<file path="config.mk">
export PLATFORM = sky130hd
export DESIGN_NAME = sbr_bank
export DESIGN_NICKNAME = d
export VERILOG_FILES = /design/src/rtl/sbr_pkg.sv /design/src/rtl/sbr_decode.sv /design/src/rtl/sbr_cell.sv /design/src/rtl/sbr_commit_ctl.sv /design/src/rtl/sbr_read_mux.sv /design/src/rtl/sbr_bank.sv
export SDC_FILE = /design/constraint.sdc
export NUM_CORES = 1
export LEC_CHECK = 0
export CAP_MARGIN = 20
export CORE_ASPECT_RATIO = 2
export CORE_MARGIN = 2
export CORE_UTILIZATION = 51
export DETAILED_ROUTE_END_ITERATION = 16
export MAX_ROUTING_LAYER = met4
export PLACE_DENSITY = 0.71
export SLEW_MARGIN = 10
export SYNTH_ARGS = -nofsm -noshare
export SYNTH_HDL_FRONTEND = slang
export SYNTH_SLANG_ARGS = --single-unit
</file>
<file path="constraint.sdc">
create_clock -name clk_i -period 5.25 [get_ports clk_i]
set_input_delay 1.05 -clock clk_i [delete_from_list [all_inputs] [get_ports clk_i]]
set_output_delay 1.05 -clock clk_i [all_outputs]
set_load 0.02 [all_outputs]
</file>
<file path="src/rtl/sbr_pkg.sv">
package sbr_pkg;
  typedef logic [7:0] byte_t;

  function automatic byte_t sbr_default(int unsigned idx);
    return byte_t'((idx * 29) % 256) ^ 8'hA5;
  endfunction
endpackage

</file>
<file path="src/rtl/sbr_decode.sv">
module sbr_decode #(
  parameter int unsigned ADDR_W = 10,
  parameter int unsigned N_REGS = 64,
  parameter logic [ADDR_W-1:0] COMMIT_ADDR = 10'h232
) (
  input  logic              wr_en_i,
  input  logic [ADDR_W-1:0] wr_addr_i,
  input  logic              wr_bit0_i,
  output logic [N_REGS-1:0] wr_sel_o,
  output logic              commit_req_o
);
  for (genvar g = 0; g < N_REGS; g++) begin : g_sel
    assign wr_sel_o[g] = wr_en_i && (wr_addr_i == ADDR_W'(g));
  end

  assign commit_req_o = wr_en_i && (wr_addr_i == COMMIT_ADDR) && wr_bit0_i;
endmodule

</file>
<file path="src/rtl/sbr_cell.sv">
module sbr_cell
  import sbr_pkg::*;
#(
  parameter int unsigned IDX = 0
) (
  input  logic  clk_i,
  input  logic  rst_ni,
  input  logic  we_i,
  input  byte_t wdata_i,
  input  logic  xfer_i,
  output byte_t stage_o,
  output byte_t live_o
);
  localparam byte_t DEF = sbr_default(IDX);

  byte_t stage_q, live_q;

  // transfer samples the pre-edge staging value
  always_ff @(posedge clk_i or negedge rst_ni) begin
    if (!rst_ni) begin
      stage_q <= DEF;
      live_q  <= DEF;
    end else begin
      if (xfer_i) live_q <= stage_q;
      if (we_i)   stage_q <= wdata_i;
    end
  end

  assign stage_o = stage_q;
  assign live_o  = live_q;
endmodule

</file>
<file path="src/rtl/sbr_commit_ctl.sv">
module sbr_commit_ctl (
  input  logic clk_i,
  input  logic rst_ni,
  input  logic commit_req_i,
  output logic commit_o
);
  logic commit_q;

  // self-clearing: holds 1 for exactly one cycle per request
  always_ff @(posedge clk_i or negedge rst_ni) begin
    if (!rst_ni) commit_q <= 1'b0;
    else         commit_q <= commit_req_i;
  end

  assign commit_o = commit_q;
endmodule

</file>
<file path="src/rtl/sbr_read_mux.sv">
module sbr_read_mux #(
  parameter int unsigned ADDR_W = 10,
  parameter int unsigned N_REGS = 64,
  parameter logic [ADDR_W-1:0] COMMIT_ADDR = 10'h232
) (
  input  logic [ADDR_W-1:0]   rd_addr_i,
  input  logic [N_REGS*8-1:0] stage_flat_i,
  input  logic                commit_i,
  output logic [7:0]          rd_data_o
);
  always_comb begin
    rd_data_o = 8'h00;
    for (int i = 0; i < N_REGS; i++) begin
      if (rd_addr_i == ADDR_W'(i)) rd_data_o = stage_flat_i[i*8 +: 8];
    end
    if (rd_addr_i == COMMIT_ADDR) rd_data_o = {7'b0, commit_i};
  end
endmodule

</file>
<file path="src/rtl/sbr_bank.sv">
module sbr_bank
  import sbr_pkg::*;
#(
  parameter int unsigned ADDR_W = 10,
  parameter int unsigned N_REGS = 64,
  parameter logic [ADDR_W-1:0] COMMIT_ADDR = 10'h232
) (
  input  logic                clk_i,
  input  logic                rst_ni,
  input  logic                wr_en_i,
  input  logic [ADDR_W-1:0]   wr_addr_i,
  input  logic [7:0]          wr_data_i,
  input  logic [ADDR_W-1:0]   rd_addr_i,
  output logic [7:0]          rd_data_o,
  output logic [N_REGS*8-1:0] active_o
);
  localparam int unsigned BUS_W = N_REGS * 8;

  logic [N_REGS-1:0] wr_sel;
  logic              commit_req;
  logic              commit_q;
  logic [BUS_W-1:0]  stage_flat;

  sbr_decode #(.ADDR_W(ADDR_W), .N_REGS(N_REGS), .COMMIT_ADDR(COMMIT_ADDR)) u_dec (
    .wr_en_i     (wr_en_i),
    .wr_addr_i   (wr_addr_i),
    .wr_bit0_i   (wr_data_i[0]),
    .wr_sel_o    (wr_sel),
    .commit_req_o(commit_req)
  );

  sbr_commit_ctl u_commit (
    .clk_i       (clk_i),
    .rst_ni      (rst_ni),
    .commit_req_i(commit_req),
    .commit_o    (commit_q)
  );

  for (genvar g = 0; g < N_REGS; g++) begin : g_cell
    byte_t stage_b, live_b;
    sbr_cell #(.IDX(g)) u_cell (
      .clk_i  (clk_i),
      .rst_ni (rst_ni),
      .we_i   (wr_sel[g]),
      .wdata_i(wr_data_i),
      .xfer_i (commit_q),
      .stage_o(stage_b),
      .live_o (live_b)
    );
    assign stage_flat[g*8 +: 8] = stage_b;
    assign active_o[g*8 +: 8]   = live_b;
  end

  sbr_read_mux #(.ADDR_W(ADDR_W), .N_REGS(N_REGS), .COMMIT_ADDR(COMMIT_ADDR)) u_rd (
    .rd_addr_i   (rd_addr_i),
    .stage_flat_i(stage_flat),
    .commit_i    (commit_q),
    .rd_data_o   (rd_data_o)
  );
endmodule

</file>
== Word level (Yosys, flattened, before mapping) ==
Index checks and enable logic that the tools add are counted.
Word-level totals
  bits in registers: 1025
  output and inout bits: 520
  word-level logic and storage cells: 390
Cells by class
  eq/ne operators: 128
  reduce and logical (&&, ||, !) cells: 68
  muxes and demuxes: 65
Operators with widths (count)
  $eq A10 B6 Y1 const B: 64
  $mux W8: 65
  $eq A10 B5 Y1 const B: 32
  $eq A10 B4 Y1 const B: 16
  $eq A10 B3 Y1 const B: 8
  $logic_and A1 B1 Y1: 66
  $eq A10 B2 Y1 const B: 4
  $eq A10 B1 Y1 const B: 2
  $eq A10 B10 Y1 const B: 2
  $logic_not A10 Y1: 2

== Longest topological paths before layout ==
Gate-level depths: netlist of run 1.
  word-level depth: 66
  mapped depth: 13

== By module ==
Synthesis of run 1 repeated with hierarchy kept, for this count alone.
Second synthesis, totals
  cells, all modules: 3236
  area total of the unflattened synthesis: 49723.9 um^2
Modules (own cells, without submodules)
  sbr_cell at g_cell[0].u_cell ...: area an instance 673.1 um^2, times used 18, cells each 34
  sbr_cell at g_cell[13].u_cell ...: area an instance 675.6 um^2, times used 14, cells each 34
  sbr_cell at g_cell[15].u_cell ...: area an instance 670.6 um^2, times used 14, cells each 34
  sbr_read_mux: area an instance 5896.9 um^2, times used 1, cells each 950
  sbr_cell at g_cell[17].u_cell ...: area an instance 668.1 um^2, times used 8, cells each 34
  sbr_cell at g_cell[12].u_cell ...: area an instance 678.2 um^2, times used 7, cells each 34
  sbr_cell at g_cell[34].u_cell ...: area an instance 680.7 um^2, times used 2, cells each 34
  sbr_decode: area an instance 720.7 um^2, times used 1, cells each 109
  sbr_cell at g_cell[41].u_cell: area an instance 663.1 um^2, times used 1, cells each 34
  sbr_commit_ctl: area an instance 25.0 um^2, times used 1, cells each 1

== Least setup slack after synthesis of run 1 ==
Ideal clock, no wire load.
  path kind: input -> output
  start: in rd_addr_i[9]
  end: out rd_data_o[7]
  stages: 11
  setup slack: 0.804 ns
  arrival time: 3.396 ns
  cell sequence: buf_4 or4b_4 buf_6 buf_8 nor3_2 nand2_1 and4_1 nand3b_1 a211o_1 nor4_1 nor4_1
Between the ends
  cells in the longest elaborated chain, start to end: 66
  elaborated cells on any way between the ends: 130
  classes of those cells: 64 x eq/ne; 65 x mux; 1 x reduce/logical
Ends and longest elaborated chain
  start, declared: line sbr_bank.sv:13  | input logic [ADDR_W-1:0] rd_addr_i,
  $logic_not A10 Y1: line sbr_read_mux.sv:14  | if (rd_addr_i == ADDR_W'(i)) rd_data_o = stage_flat_i[i*8 +: 8];
  $mux W8 (64 in series): line sbr_read_mux.sv:14
  $mux W8 (*): line sbr_read_mux.sv:16  | if (rd_addr_i == COMMIT_ADDR) rd_data_o = {7'b0, commit_i};
  end, declared: line sbr_bank.sv:14  | output logic [7:0] rd_data_o,
Mark *: on every way between the ends. The rest lies on a longest branch, timed or not.

== Worst setup path in the final report of run 1 ==
  start: in rd_addr_i[8]
  end: out rd_data_o[2]
Same word-level chain as after synthesis.

==> results.py, run 1 <==
metrics = {
    "placed_design": {
        "place.gp.congestion": 1.03,
        "placed_cells": 5175,
        "post-place-ws_ns": -0.781,
        "hpwl_um": 136000,
        "port_buffers": 550,
    },
    "pwr": {
        "p_per_area_nw_per_um2": 268,
        "clock_power_share_pct": 42.5,
        "irDropWorstVdd_uv": 260,
        "combPwrFrac_pct": 5.2,
        "switching_share_pct": 24.1,
        "seqPwrFrac_pct": 52.2,
        "p_int_mw": 11.8,
        "p_leak_nw": 25.4,
        "switching_power_mw": 3.74,
    },
    "routing": {
        "routed_wl_um": 181000,
        "viasPerCell": 6.23,
        "drc": 0,
        "initialDrtViolationCount": 3196,
        "drtAntennaViolNets": 0,
        "avgRoutedWirePerCell_um": 33.8,
        "vias": 33387,
        "first_pass_iters": 6,
    },
    "clocking": {
        "cts_tree": "yes",
        "clk_latency_ns": 0.73,
        "cts_num_sinks": 1025,
        "root_buffer": "clkbuf_16",
        "cts_buffer_depth": 3,
        "ctsHoldBuffers": 0,
        "numCtsBuffers": 87,
        "htreeDepth": 3,
        "clk_pin_slew_ns": 0.07,
    },
    "run_status": {
        "violations": "setup timing",
        "status": "finished with violations",
    },
    "synthesis": {
        "ys.warnings.count": 0,
        "yosysSeqAreaShare_pct": 58.3,
        "yosysTopAreaCell": "dfstp_2",
        "synth_top_area_share_pct": 29.9,
        "synth_area_sq_um": 45100,
        "ys_types": 86,
        "yosysMostFrequentCell": "mux2_2",
        "synth_common_cells": "1,037 x mux2_2, 513 x dfrtp_1, 512 x dfstp_2",
        "syn_inst": 3285,
        "synth_edf_count": 0,
        "ys_ff_latch": 1025,
        "synth.net_count": 3316,
        "ys.flop_type": "dfrtp_1",
        "ys_top_cells_by_area": "dfstp_2 30%, dfrtp_1 28%, mux2_2 26%, o21ai_0 1.4%, clkbuf_1 1.3%",
        "async_flop_share_pct": 100,
        "syn_area_per_cell_sq_um": 13.7,
    },
    "setup_path": {
        "critPathLaunchType": "input port",
        "crit_path_start": "rd_addr_i[8]",
        "reg2reg_from": "u_commit.commit_o",
        "critPathKind": "in -> out",
        "reg2reg_setup_slack_ns": 2.88,
        "end_kind": "output port",
        "rr_worst_depth": 2,
        "required_ns": 4.20,
        "worstPathMaxFanout": 11,
        "endpoint": "rd_data_o[2]",
        "timing.rr.end": "g_cell[36].u_cell.live_o[2]",
        "crit_arrival_ns": 4.27,
    },
    "grt": {
        "grt_pass1_wl_um": 258000,
        "grt_pass1_vias": 34044,
        "gr-usage-all-layers_pct": 41.0,
        "antenna_found_initial": 7,
        "grt-ovfl-total": 0,
        "grt_max_degree": 181,
    },
    "timing": {
        "setup_violations": 4,
        "max_freq_mhz": 188,
        "fin_skew_ns": 0.0322,
        "finalHoldViolations": 0,
        "period_share_pct": 101,
        "layout_min_cycle_time_ns": 5.32,
        "fin_ws_ns": -0.0707,
        "rsz0062_at_grt": "yes",
        "worst_pin_slew_ns": 1.14,
        "final-max-slew-violation-count": 0,
        "slew_headroom_pct": 24.3,
    },
    "layout": {
        "layout-drive-gt1-share_pct": 52.8,
        "area_growth_pct": 28.4,
        "fillers": 6655,
        "fin_cells": 5362,
        "postLayoutCoreUtil_pct": 65.9,
        "fin_nets": 4147,
    },
    "floorplanning": {
        "die-width_um": 214,
        "io_pins": 551,
        "die_y_um": 424,
        "start_util_pct": 51.3,
        "rows": 154,
        "coreArea_sq_um": 87900,
        "die_area_sq_um": 90900,
    },
    "job": {
        "cap_violations": 0,
    },
    "min_path": {
        "hold_class": "in -> async",
    },
}
stage by stage:
stage / hold slack, ns / setup TNS [ns] / area (sq um) / total power, mW
floorplan: 0.479 / 0 / 45100 / 8.45
global placement: 0.489 / -5.18 / 54400 / 9.00
detailed placement: 0.495 / -4.77 / 54400 / 9.00
CTS: 0.370 / -0.00911 / 57700 / 15.5
global route: 0.398 / -0.0358 / 57900 / 15.9
finish: 0.344 / -0.142 / 57900 / 15.5
what timing repair did:
item                       CTS  global route
pin swaps                   21            16
setup buffers               16             7
setup endpoints to repair    8             7
gates resized for setup     69            39
logic make-up (layout without fill, tap and decap cells):
family	count (synthesis)	in the layout	share of synthesized area (%)
other cells	0	3	0
flops	1025	1025	58.3
buf+inv	231	1135	2.22
compound gates	505	505	7.56
simple gates	437	437	4.62
mux	1087	1087	27.2
layout by cell type (no fill, tap or decap), types with 12 or more instances in the layout:
| cell type | instances |
|---|---|
| a21oi_1 | 104 |
| a221oi_1 | 21 |
| a22oi_1 | 19 |
| a31oi_1 | 12 |
| buf_12 | 34 |
| buf_4 | 375 |
| buf_6 | 18 |
| clkbuf_1 | 22 |
| clkbuf_16 | 87 |
| clkbuf_8 | 13 |
| clkdlybuf4s50_1 | 527 |
| clkinv_2 | 17 |
| dfrtp_1 | 512 |
| dfstp_2 | 512 |
| mux2_2 | 1037 |
| mux2i_1 | 42 |
| nand2_1 | 147 |
| nand2b_1 | 13 |
| nand3_1 | 25 |
| nor2_1 | 131 |
| nor2b_1 | 12 |
| nor3_1 | 31 |
| o211ai_1 | 16 |
| o21ai_0 | 118 |
| o221ai_1 | 22 |
| o22ai_1 | 35 |
final cells by class:
| type | count | area (sq um) | area share (%) |
|---|---|---|---|
| diodes | 3 | 7.51 | 0.0130 |
| clock buffers | 122 | 2440 | 4.21 |
| clock inverters | 40 | 412 | 0.711 |
| inverters | 11 | 41.3 | 0.0714 |
| multi-input cells | 2029 | 18100 | 31.4 |
| flip-flops and latches | 1025 | 26300 | 45.4 |
| well taps | 1170 | 1460 | 2.53 |
| repair buffers | 962 | 9060 | 15.7 |
power by group through the flow:
stage	Sequential, mW	Clock (mW)	Combinational [mW]
2_1_floorplan	8.16	0	0.283
3_3_place_gp	8.22	0	0.779
3_5_place_dp	8.22	0	0.783
4_1_cts	8.09	6.66	0.796
5_1_grt	8.09	6.96	0.850
6_report	8.09	6.59	0.809
sequential cells by signal (all words and copies together), names as in the netlist:
register / cells
g_cell.u_cell.live_o: 512
g_cell.u_cell.stage_o: 512
u_commit.commit_o: 1
worst max-delay path, cell delays in order:
cell	delay [ns]
dlygate4sd2_1	0.27
buf_6	0.14
or4b_4	0.54
buf_12	0.17
buf_4	0.16
a21oi_1	0.10
o21ai_0	0.19
o211ai_1	0.25
a21oi_2	0.15
o211ai_1	0.56
o2111a_2	0.42
o21ai_4	0.10
buf_6	0.16
routing by layer:
metal,up-vias,routed length (um),GRT usage (%)
met1,17359,66900,47.5
met5,-,0,-
met2,1695,88700,66.2
met4,0,14200,27.2
met3,583,11500,6.46
li1,13750,-,-
worst min-delay path by stage:
stage	start	to	slack (ns)	cells past startpoint
3_3_place_gp	g_cell[21].u_cell.live_o[0]	g_cell[21].u_cell.live_o[0]	0.49	1
3_5_place_dp	g_cell[51].u_cell.live_o[2]	g_cell[51].u_cell.live_o[2]	0.50	1
6_report	rst_ni	g_cell[20].u_cell.stage_o[3]	0.34	1
5_1_grt	rst_ni	g_cell[20].u_cell.stage_o[2]	0.40	1
4_1_cts	rst_ni	g_cell[20].u_cell.live_o[3]	0.37	1
2_1_floorplan	g_cell[17].u_cell.stage_o[4]	g_cell[17].u_cell.live_o[4]	0.48	1
Power figures use the tool's default switching activity.
==> inputs of run 2 (changes only) <==
Settings changed: ABC_AREA set to 1, HOLD_SLACK_MARGIN set to 0.02.
==> results.py, run 2 <==
metrics = {
    "min_path": {
        "hold_class": "in -> async",
    },
    "timing": {
        "fin_ws_ns": -1.57,
        "worst_pin_slew_ns": 1.14,
        "slew_headroom_pct": 24.0,
        "finalHoldViolations": 0,
        "timing.hold.ws_ns": 0.452,
        "rsz0062_at_grt": "yes",
        "layout_min_cycle_time_ns": 6.82,
        "max_freq_mhz": 147,
        "period_share_pct": 130,
        "final-max-slew-violation-count": 0,
        "setup_violations": 8,
        "fin_skew_ns": 0.0247,
    },
    "setup_path": {
        "critPathKind": "in -> out",
        "end_kind": "output port",
        "worstPathMaxFanout": 4,
        "reg2reg_setup_slack_ns": 2.49,
        "timing.rr.end": "g_cell[49].u_cell.live_o[7]",
        "crit_path_start": "rd_addr_i[8]",
        "reg2reg_from": "u_commit.commit_o",
        "critPathLaunchType": "input port",
        "required_ns": 4.20,
        "rr_worst_depth": 3,
        "crit_top_cell": "nand2_1",
        "crit_arrival_ns": 5.77,
        "slowest_stage": "nor2_4",
        "critPathMaxStageDelay_ns": 0.22,
    },
    "synthesis": {
        "synth.net_count": 4371,
        "synth_area_sq_um": 43800,
        "yosys.area_share.simple_pct": 16.4,
        "synth_xor_area_share_pct": 0,
        "ys.warnings.count": 0,
        "yosysSeqAreaShare_pct": 60.0,
        "yosysMostFrequentCell": "nand2_1",
        "ys_top_cells_by_area": "dfstp_2 31%, dfrtp_1 29%, mux2_2 12%, nand2_1 10%, o21ai_0 6.0%",
        "synth_top_family_by_area": "simple AND/OR/NAND/NOR gates",
        "synth_edf_count": 0,
        "synth_common_cells": "1,215 x nand2_1, 526 x o21ai_0, 513 x dfrtp_1",
        "ys_types": 38,
        "syn_inst": 4340,
        "syn_area_per_cell_sq_um": 10.1,
        "ys_ff_latch": 1025,
        "post_synth_fa_ha_maj_area_fraction_pct": 0,
        "yosysTopAreaCell": "dfstp_2",
        "synth_top_area_share_pct": 30.7,
        "ys.flop_type": "dfrtp_1",
        "async_flop_share_pct": 100,
        "synth_compound_area_share_pct": 7.53,
        "synth_mux_area_share_pct": 11.8,
    },
    "layout": {
        "layout_common_cells": "1,163 x nand2_1, 531 x clkdlybuf4s50_1, 523 x o21ai_0",
        "fin_nets": 5182,
        "area_growth_pct": 29.5,
        "fillers": 6555,
        "fin_cells": 6309,
        "layout-drive-gt1-share_pct": 34.2,
        "mostFrequentLayoutCell": "nand2_1",
        "multi_input_area_sq_um": 16100,
        "finalInstanceArea_sq_um": 56700,
        "seq_area_sq_um": 26300,
    },
    "pwr": {
        "irDropWorstVdd_uv": 257,
        "p_per_area_nw_per_um2": 279,
        "p_leak_nw": 24.9,
    },
    "clocking": {
        "cts_tree": "yes",
        "ctsHoldBuffers": 0,
        "cts_num_sinks": 1025,
        "cts_buffer_depth": 3,
        "htreeDepth": 3,
        "numCtsBuffers": 87,
        "clk_pin_slew_ns": 0.06,
        "root_buffer": "clkbuf_16",
        "clk_latency_ns": 0.70,
    },
    "placed_design": {
        "placed_area_sq_um": 52800,
        "place.gp.congestion": 0.944,
        "placed_cells": 6116,
        "port_buffers": 550,
        "hpwl_um": 107000,
    },
    "routing": {
        "vias": 35350,
        "viasPerCell": 5.60,
        "drtAntennaViolNets": 0,
        "initialDrtViolationCount": 3188,
        "first_pass_iters": 6,
        "routed_wl_um": 149000,
        "avgRoutedWirePerCell_um": 23.6,
        "drc": 0,
    },
    "floorplanning": {
        "start_util_pct": 51.3,
        "io_pins": 551,
        "die-width_um": 211,
        "die_y_um": 418,
        "rows": 152,
        "coreArea_sq_um": 85400,
        "die_area_sq_um": 88400,
    },
    "grt": {
        "grt_max_degree": 159,
        "gr-usage-all-layers_pct": 34.7,
        "grt_pass1_vias": 35077,
        "grt-ovfl-total": 0,
        "grt_pass1_wl_um": 221000,
        "antenna_found_initial": 6,
    },
    "run_status": {
        "violations": "setup timing",
        "status": "finished with violations",
    },
    "job": {
        "cap_violations": 0,
    },
}
==> run 2: cells by family after synthesis <==
| family | count (synthesis) |
|---|---|
| AO/OA/AOI/OAI | 656 |
| buffers and inverters | 488 |
| flip-flops | 1025 |
| multiplexers | 458 |
| AND/OR/NAND/NOR | 1713 |
==> run 2: worst max-delay path: cells and delay by family <==
family	cells	cell delay [ns]
AND/OR/NAND/NOR	50	3.94
buffers and inverters	6	0.61
AO/OA/AOI/OAI	2	0.17
==> run 2: layout make-up <==
class	count	area share (%)
clock buffers	116	4.35
flip-flops and latches	1025	46.4
repair buffers	933	15.3
inverters	277	1.87
clock inverters	48	1.23
diodes	5	0.0221
multi-input cells	2827	28.5
well taps	1078	2.38
==> run 2: layer usage <==
metal	global-route usage, %	wire [um]	vias to the layer above
met3	7.66	13700	328
met2	51.7	66900	1706
li1	-	-	15827
met1	45.6	60700	17489
met4	15.6	7320	0
met5	-	0	-
==> run 2: how the worst max path moves through the flow <==
| stage | endpoint | slack, ns |
|---|---|---|
| after CTS | rd_data_o[0] | -1.75 |
| final | rd_data_o[2] | -1.57 |
| after detailed placement | rd_data_o[0] | -2.59 |
| after global routing | rd_data_o[2] | -1.94 |
| after global placement | rd_data_o[6] | -2.57 |
| after floorplan | rd_data_o[2] | 0.01 |
==> run 2: timing repair <==
item | in CTS | in global routing
resized for setup | 180 | 73
endpoints found under the hold margin | 0 | 0
pin swaps | 82 | 104
endpoints found under the setup margin | 8 | 8
buffers inserted | 16 | 8
gates cloned | 0 | 0
==> run 2: report_power, final <==
part           switching [mW]  internal (mW)  total, mW
clock network            3.16           4.02       7.18
logic                   0.428          0.159      0.587
registers              0.0643           8.00       8.07
total                    3.66           12.2       15.8
==> run 2: metrics by stage <==
step	TNS [ns]	total power, mW	utilization, %	setup slack [ns]
5_1_grt	-14.91	16.3	66.4	-1.94
2_1_floorplan	0	8.33	-	0.0130
4_1_cts	-12.00	15.9	66.1	-1.75
3_5_place_dp	-18.74	8.76	61.9	-2.59
6_report	-11.65	15.8	66.4	-1.57
3_3_place_gp	-18.56	8.74	61.8	-2.57
